File: config.mk
export PLATFORM = sky130hd
export DESIGN_NAME = uart_baud_gen
export DESIGN_NICKNAME = d
export VERILOG_FILES = /design/src/rtl/brg_pkg.sv /design/src/rtl/brg_prescale.sv /design/src/rtl/brg_divcount.sv /design/src/rtl/brg_bitstrobe.sv /design/src/rtl/uart_baud_gen.sv
export SDC_FILE = /design/constraint.sdc
export NUM_CORES = 1
export LEC_CHECK = 0
export BUFFER_PORTS_ARGS = -buffer_cell sky130_fd_sc_hd__buf_2
export CAP_MARGIN = 20
export CORE_MARGIN = 5
export CORE_UTILIZATION = 45
export DETAILED_ROUTE_END_ITERATION = 10
export SETUP_SLACK_MARGIN = 0.05
export SKIP_LAST_GASP = 1
export SYNTH_ARGS = -nofsm -noshare
export SYNTH_HDL_FRONTEND = slang
export SYNTH_SLANG_ARGS = --single-unit
export TNS_END_PERCENT = 1
File: constraint.sdc
create_clock -name clk -period 3.84 [get_ports clk]
set_input_delay 0.384 -clock clk [delete_from_list [all_inputs] [get_ports clk]]
set_output_delay 0.384 -clock clk [all_outputs]
set_load 0.05 [all_outputs]
File: src/rtl/brg_pkg.sv
package brg_pkg;
  localparam int unsigned BRG_DIV_W   = 16;
  localparam int unsigned BRG_PRE     = 4;
  localparam int unsigned BRG_OVS_STD = 16;
  localparam int unsigned BRG_OVS_FST = 8;

  function automatic int unsigned ovs_width(input int unsigned ratio);
    return (ratio <= 2) ? 1 : $clog2(ratio);
  endfunction
endpackage

File: src/rtl/brg_prescale.sv
module brg_prescale #(
  parameter int unsigned RATIO = brg_pkg::BRG_PRE
) (
  input  logic clk,
  input  logic rst,
  input  logic div_sel_i,
  output logic step_o
);
  localparam int unsigned CW = brg_pkg::ovs_width(RATIO);
  localparam logic [CW-1:0] LAST = CW'(RATIO - 1);

  logic [CW-1:0] cnt_q;

  always_ff @(posedge clk) begin
    if (rst) begin
      cnt_q <= '0;
    end else if (cnt_q == LAST) begin
      cnt_q <= '0;
    end else begin
      cnt_q <= cnt_q + 1'b1;
    end
  end

  assign step_o = div_sel_i ? (cnt_q == LAST) : 1'b1;

  // under division, a step is never followed by another step
  p_pre_gap_r3: assert property (@(posedge clk) disable iff (rst)
    (step_o && div_sel_i) |=> (!step_o || !div_sel_i));
endmodule

File: src/rtl/brg_divcount.sv
module brg_divcount #(
  parameter int unsigned W = brg_pkg::BRG_DIV_W
) (
  input  logic         clk,
  input  logic         rst,
  input  logic         step_i,
  input  logic [W-1:0] load_i,
  output logic         tick_o
);
  logic [W-1:0] cnt_q;

  always_ff @(posedge clk) begin
    if (rst) begin
      cnt_q  <= '0;
      tick_o <= 1'b0;
    end else begin
      tick_o <= 1'b0;
      if (step_i) begin
        if (cnt_q == '0) begin
          cnt_q <= load_i;
        end else if (cnt_q == W'(1)) begin
          cnt_q  <= load_i;
          tick_o <= 1'b1;
        end else begin
          cnt_q <= cnt_q - 1'b1;
        end
      end
    end
  end

  // an idle (zero) count never yields a tick
  p_idle_silent_r5: assert property (@(posedge clk) disable iff (rst)
    (cnt_q == '0) |=> !tick_o);
  // the running count moves only on a prescaled step
  p_count_hold_r8: assert property (@(posedge clk) disable iff (rst)
    !step_i |=> $stable(cnt_q));
endmodule

File: src/rtl/brg_bitstrobe.sv
module brg_bitstrobe #(
  parameter int unsigned OVS_STD = brg_pkg::BRG_OVS_STD,
  parameter int unsigned OVS_FST = brg_pkg::BRG_OVS_FST
) (
  input  logic clk,
  input  logic rst,
  input  logic samp_i,
  input  logic fast_i,
  output logic bit_o
);
  localparam int unsigned CW = brg_pkg::ovs_width(OVS_STD);
  localparam logic [CW-1:0] LAST_STD = CW'(OVS_STD - 1);
  localparam logic [CW-1:0] LAST_FST = CW'(OVS_FST - 1);

  logic [CW-1:0] cnt_q;
  logic [CW-1:0] last;

  assign last = fast_i ? LAST_FST : LAST_STD;

  always_ff @(posedge clk) begin
    if (rst) begin
      cnt_q <= '0;
      bit_o <= 1'b0;
    end else begin
      bit_o <= 1'b0;
      if (samp_i) begin
        if (cnt_q >= last) begin
          cnt_q <= '0;
          bit_o <= 1'b1;
        end else begin
          cnt_q <= cnt_q + 1'b1;
        end
      end
    end
  end

  // a bit strobe only ever follows a sampling enable
  p_bit_after_samp_r6: assert property (@(posedge clk) disable iff (rst)
    bit_o |-> $past(samp_i));
  // in fast mode the group count stays inside its shorter range
  p_fast_range_r7: assert property (@(posedge clk) disable iff (rst)
    (fast_i && samp_i) |=> (cnt_q <= LAST_FST));
endmodule

File: src/rtl/uart_baud_gen.sv
module uart_baud_gen #(
  parameter int unsigned DIV_W   = brg_pkg::BRG_DIV_W,
  parameter int unsigned PRE     = brg_pkg::BRG_PRE,
  parameter int unsigned OVS_STD = brg_pkg::BRG_OVS_STD,
  parameter int unsigned OVS_FST = brg_pkg::BRG_OVS_FST
) (
  input  logic       clk,
  input  logic       rst,
  input  logic       div_lo_we,
  input  logic       div_hi_we,
  input  logic [7:0] div_wdata,
  input  logic       pre_div4,
  input  logic       over8,
  output logic       samp_tick,
  output logic       samp_tick_unused_guard,
  output logic       bit_tick
);
  localparam int unsigned NLANE = DIV_W / 8;

  logic [DIV_W-1:0] div_q;
  logic [NLANE-1:0] lane_we;
  logic             step;

  assign lane_we = NLANE'({div_hi_we, div_lo_we});
  assign samp_tick_unused_guard = 1'b0;

  // divisor bytes carry no reset value
  for (genvar g = 0; g < NLANE; g++) begin : g_lane
    always_ff @(posedge clk) begin
      if (lane_we[g]) div_q[g*8 +: 8] <= div_wdata;
    end
  end

  brg_prescale #(.RATIO(PRE)) u_pre (
    .clk(clk), .rst(rst), .div_sel_i(pre_div4), .step_o(step)
  );

  brg_divcount #(.W(DIV_W)) u_div (
    .clk(clk), .rst(rst), .step_i(step), .load_i(div_q), .tick_o(samp_tick)
  );

  brg_bitstrobe #(.OVS_STD(OVS_STD), .OVS_FST(OVS_FST)) u_bit (
    .clk(clk), .rst(rst), .samp_i(samp_tick), .fast_i(over8), .bit_o(bit_tick)
  );

  // outputs are quiet the cycle after reset is sampled
  p_reset_quiet_r1: assert property (@(posedge clk)
    rst |=> (!samp_tick && !bit_tick));
endmodule

==> out/results.ini <==
[run_status]
status = complete, no violations

[timing]
worstMarginPinSlew_ns = 0.901
setup_viol = 0
slew_viol_final = 0
fin_tns_setup_ns = 0
clock.fmax_mhz = 501
hold_viol_final = 0
period_share_pct = 52.0
skew_ns = 0.0134
rsz0062_at_grt = no
min_period_ns = 2.00
maxSlewHeadroom_pct = 39.8

[detailed_routing]
dr.pass1.iters = 4
drt_iter0_drc = 202
wl_per_cell_um = 17.6
wirelength_um = 4520
ant_nets = 0
via_per_inst = 6.33
drc = 0
via_count = 1628

[setup_path]
startpoint = u_div.cnt_q[0]$_SDFFE_PP0N_
end_kind = flop
r2r_end = u_div.cnt_q[8]$_SDFFE_PP0N_
r2r_cells = 6
arrival_ns = 2.16
crit_chain = inv_1, ha_1, nor4b_2, a311oi_1, o21ai_0, o31ai_1
max_stage_delay_ns = 0.57
r2r_slack_ns = 1.84
cp_slowest_cell = nor4b_2
crit_end = u_div.cnt_q[8]$_SDFFE_PP0N_
worstSetupPathType = reg -> reg
crit_path_start_kind = flop
r2r-start = u_div.cnt_q[0]$_SDFFE_PP0N_
worst-endpoint-required_ns = 4.00
crit_path_max_fanout = 8

[final_layout]
seq_area_um2 = 961
diodes = 0
fillCellCount = 412
final_cell_mix = dfxtp_1, edfxtp_1, buf_2, nand4_1, nand3_1
postLayoutCellArea_um2 = 2150
final_common_cell = dfxtp_1
final_cells = 257
multi_input_area_um2 = 918
layout-drive-gt1-share_pct = 17.1
area_growth_pct = 8.67
nNetsFinal = 223

[pwr]
internal-power_mw = 1.01
irDropWorstVdd_mv = 0.344
p_clk_share_pct = 15.0
power.net_switching_mw = 0.853
p_comb_share_pct = 48.9
power.density_nw_per_um2 = 867
switching_share_pct = 45.8
leakage_nw = 0.757
seqPwrFrac_pct = 36.1

[global_route]
gr-total-overflow = 0
grt_pass1_wl_um = 7470
grt_pass1_vias = 1538
grt_antenna_before_repair = 0
grtUsageTotal_pct = 15.6
grt_max_degree = 23

[floorplan]
die-width_um = 76.3
die_y_um = 76.3
core_um2 = 4320
die_area_um2 = 5820
std_cell_rows = 24
ios = 17
start_util_pct = 45.7

[clock_network]
htree_levels = 2
cts_resized = 0
cts_sinks = 40
cts_tree = done
post-cts-setup-buffer-count = 0
cts_hold_buf = 0
cts_root_buffer = clkbuf_8
cts_made_buffers = 5
cts.clk_slew.worst_paths_ns = 0.08
clock_latency_ns = 0.29
clockBufferDepth = 2

[logic_synthesis]
yosys_warnings = 0
syn_nets = 211
async_reset_ff_share_pct = 0
ys_ff_latch = 40
syn_avg_cell_area_um2 = 10.3
synthFlopType = dfxtp_1
ys_types = 53
synthCells = 192
syn_area_um2 = 1980
synth_edf_count = 16
seq_area_frac_synth_pct = 48.6

[run]
maxCapViolations = 0

[placement]
globalplace.congestion = 0.968
placed_cell_area_um2 = 2060
hpwl_um = 3340
port_buffers = 15
dp.cells = 249

[worst_hold_path]
hold_class = in -> reg

power groups by stage:
stage	sequential, mW	clock [mW]	combinational [mW]
after CTS	0.669	0.291	0.892
after detailed placement	0.679	0	0.884
final	0.672	0.280	0.911
after global placement	0.671	0	0.883
after floorplan	0.623	0	0.760
after global routing	0.685	0.306	1.00
per-layer routing:
layer / track usage [%] / share of wire (%) / routed length [um] / vias up
met3: 5.08 / 8.2 / 372 / 4
met4: 5.94 / 0.66 / 30 / 0
met1: 21.5 / 45 / 2040 / 769
li1: - / - / - / 784
met5: 0 / 0 / 0 / -
met2: 22.5 / 46 / 2070 / 71
worst min-delay path by stage:
| stage | start | end | slack [ns] | cells past startpoint |
|---|---|---|---|---|
| after floorplan | u_pre.cnt_q[0]$_SDFF_PP0_ | u_pre.cnt_q[0]$_SDFF_PP0_ | 0.41 | 1 |
| after global placement | u_pre.cnt_q[0]$_SDFF_PP0_ | u_pre.cnt_q[0]$_SDFF_PP0_ | 0.42 | 1 |
| after detailed placement | u_pre.cnt_q[0]$_SDFF_PP0_ | u_pre.cnt_q[0]$_SDFF_PP0_ | 0.43 | 1 |
| after CTS | div_wdata[5] | div_q[13]$_DFFE_PP_ | 0.27 | 1 |
| after global routing | div_wdata[4] | div_q[12]$_DFFE_PP_ | 0.27 | 1 |
| final | div_wdata[5] | div_q[13]$_DFFE_PP_ | 0.28 | 1 |
state kept, by name (all words and copies together), names as in the netlist:
signal	flops
u_pre.cnt_q	2
u_div.tick_o	1
u_bit.bit_o	1
u_bit.cnt_q	4
u_div.cnt_q	16
div_q	16
cell usage after synthesis, drive strengths merged, types with 2 or more instances:
master | count | share of area [%]
a211o | 2 | 0.89
a21oi | 4 | 1.0
a31oi | 7 | 2.2
a41oi | 2 | 0.89
and2 | 2 | 0.63
and3 | 3 | 0.95
buf | 10 | 3.3
dfxtp | 24 | 24
edfxtp | 16 | 24
ha | 5 | 3.2
inv | 7 | 1.3
nand2 | 10 | 1.9
nand3 | 11 | 2.8
nand4 | 13 | 4.4
nor2 | 12 | 2.5
nor2b | 2 | 0.63
nor3 | 8 | 3.1
nor3b | 2 | 0.76
nor4 | 4 | 2.8
o211ai | 4 | 1.5
o21ai | 8 | 2.0
o22ai | 3 | 0.95
o311ai | 6 | 2.7
o31ai | 2 | 0.76
or3 | 4 | 1.3
or4 | 3 | 1.3
critical path, delay by kind of cell (launching register included):
| kind | cells | cell delay (ns) |
|---|---|---|
| DFF | 1 | 0.37 |
| adders and majority gates | 1 | 0.31 |
| and+or+nand+nor | 1 | 0.57 |
| buffers and inverters | 1 | 0.08 |
| AOI/OAI and AO/OA | 3 | 0.55 |
through the flow:
step / total power [mW] / setup WS (ns) / hold slack, ns / utilization [%]
after global placement: 1.55 / 1.95 / 0.416 / 47.6
after CTS: 1.85 / 1.91 / 0.267 / 49.7
after detailed placement: 1.56 / 1.93 / 0.430 / 47.6
final: 1.86 / 1.84 / 0.280 / 49.7
after global routing: 1.99 / 1.73 / 0.266 / 49.7
after floorplan: 1.38 / 2.07 / 0.408 / -
cell type report:
type / count / area share [%]
Clock buffer: 5 / 3.20
Clock inverter: 3 / 1.11
Inverter: 8 / 1.40
Multi-Input combinational cell: 133 / 42.7
Sequential cell: 40 / 44.7
Tap cell: 52 / 3.03
Timing Repair Buffer: 16 / 3.84
logic make-up after synthesis:
| family | Yosys count | synth area share, % |
|---|---|---|
| DFF | 40 | 48.6 |
| muxes | 1 | 0.506 |
| buffers and inverters | 19 | 5.00 |
| and+or+nand+nor | 79 | 25.6 |
| AOI/OAI and AO/OA | 45 | 16.1 |
| adders and majority gates | 5 | 3.16 |
| xor gates and xnor gates | 2 | 0.886 |
| other | 1 | 0.190 |
Note: power is estimated with default switching activity, not from simulation.
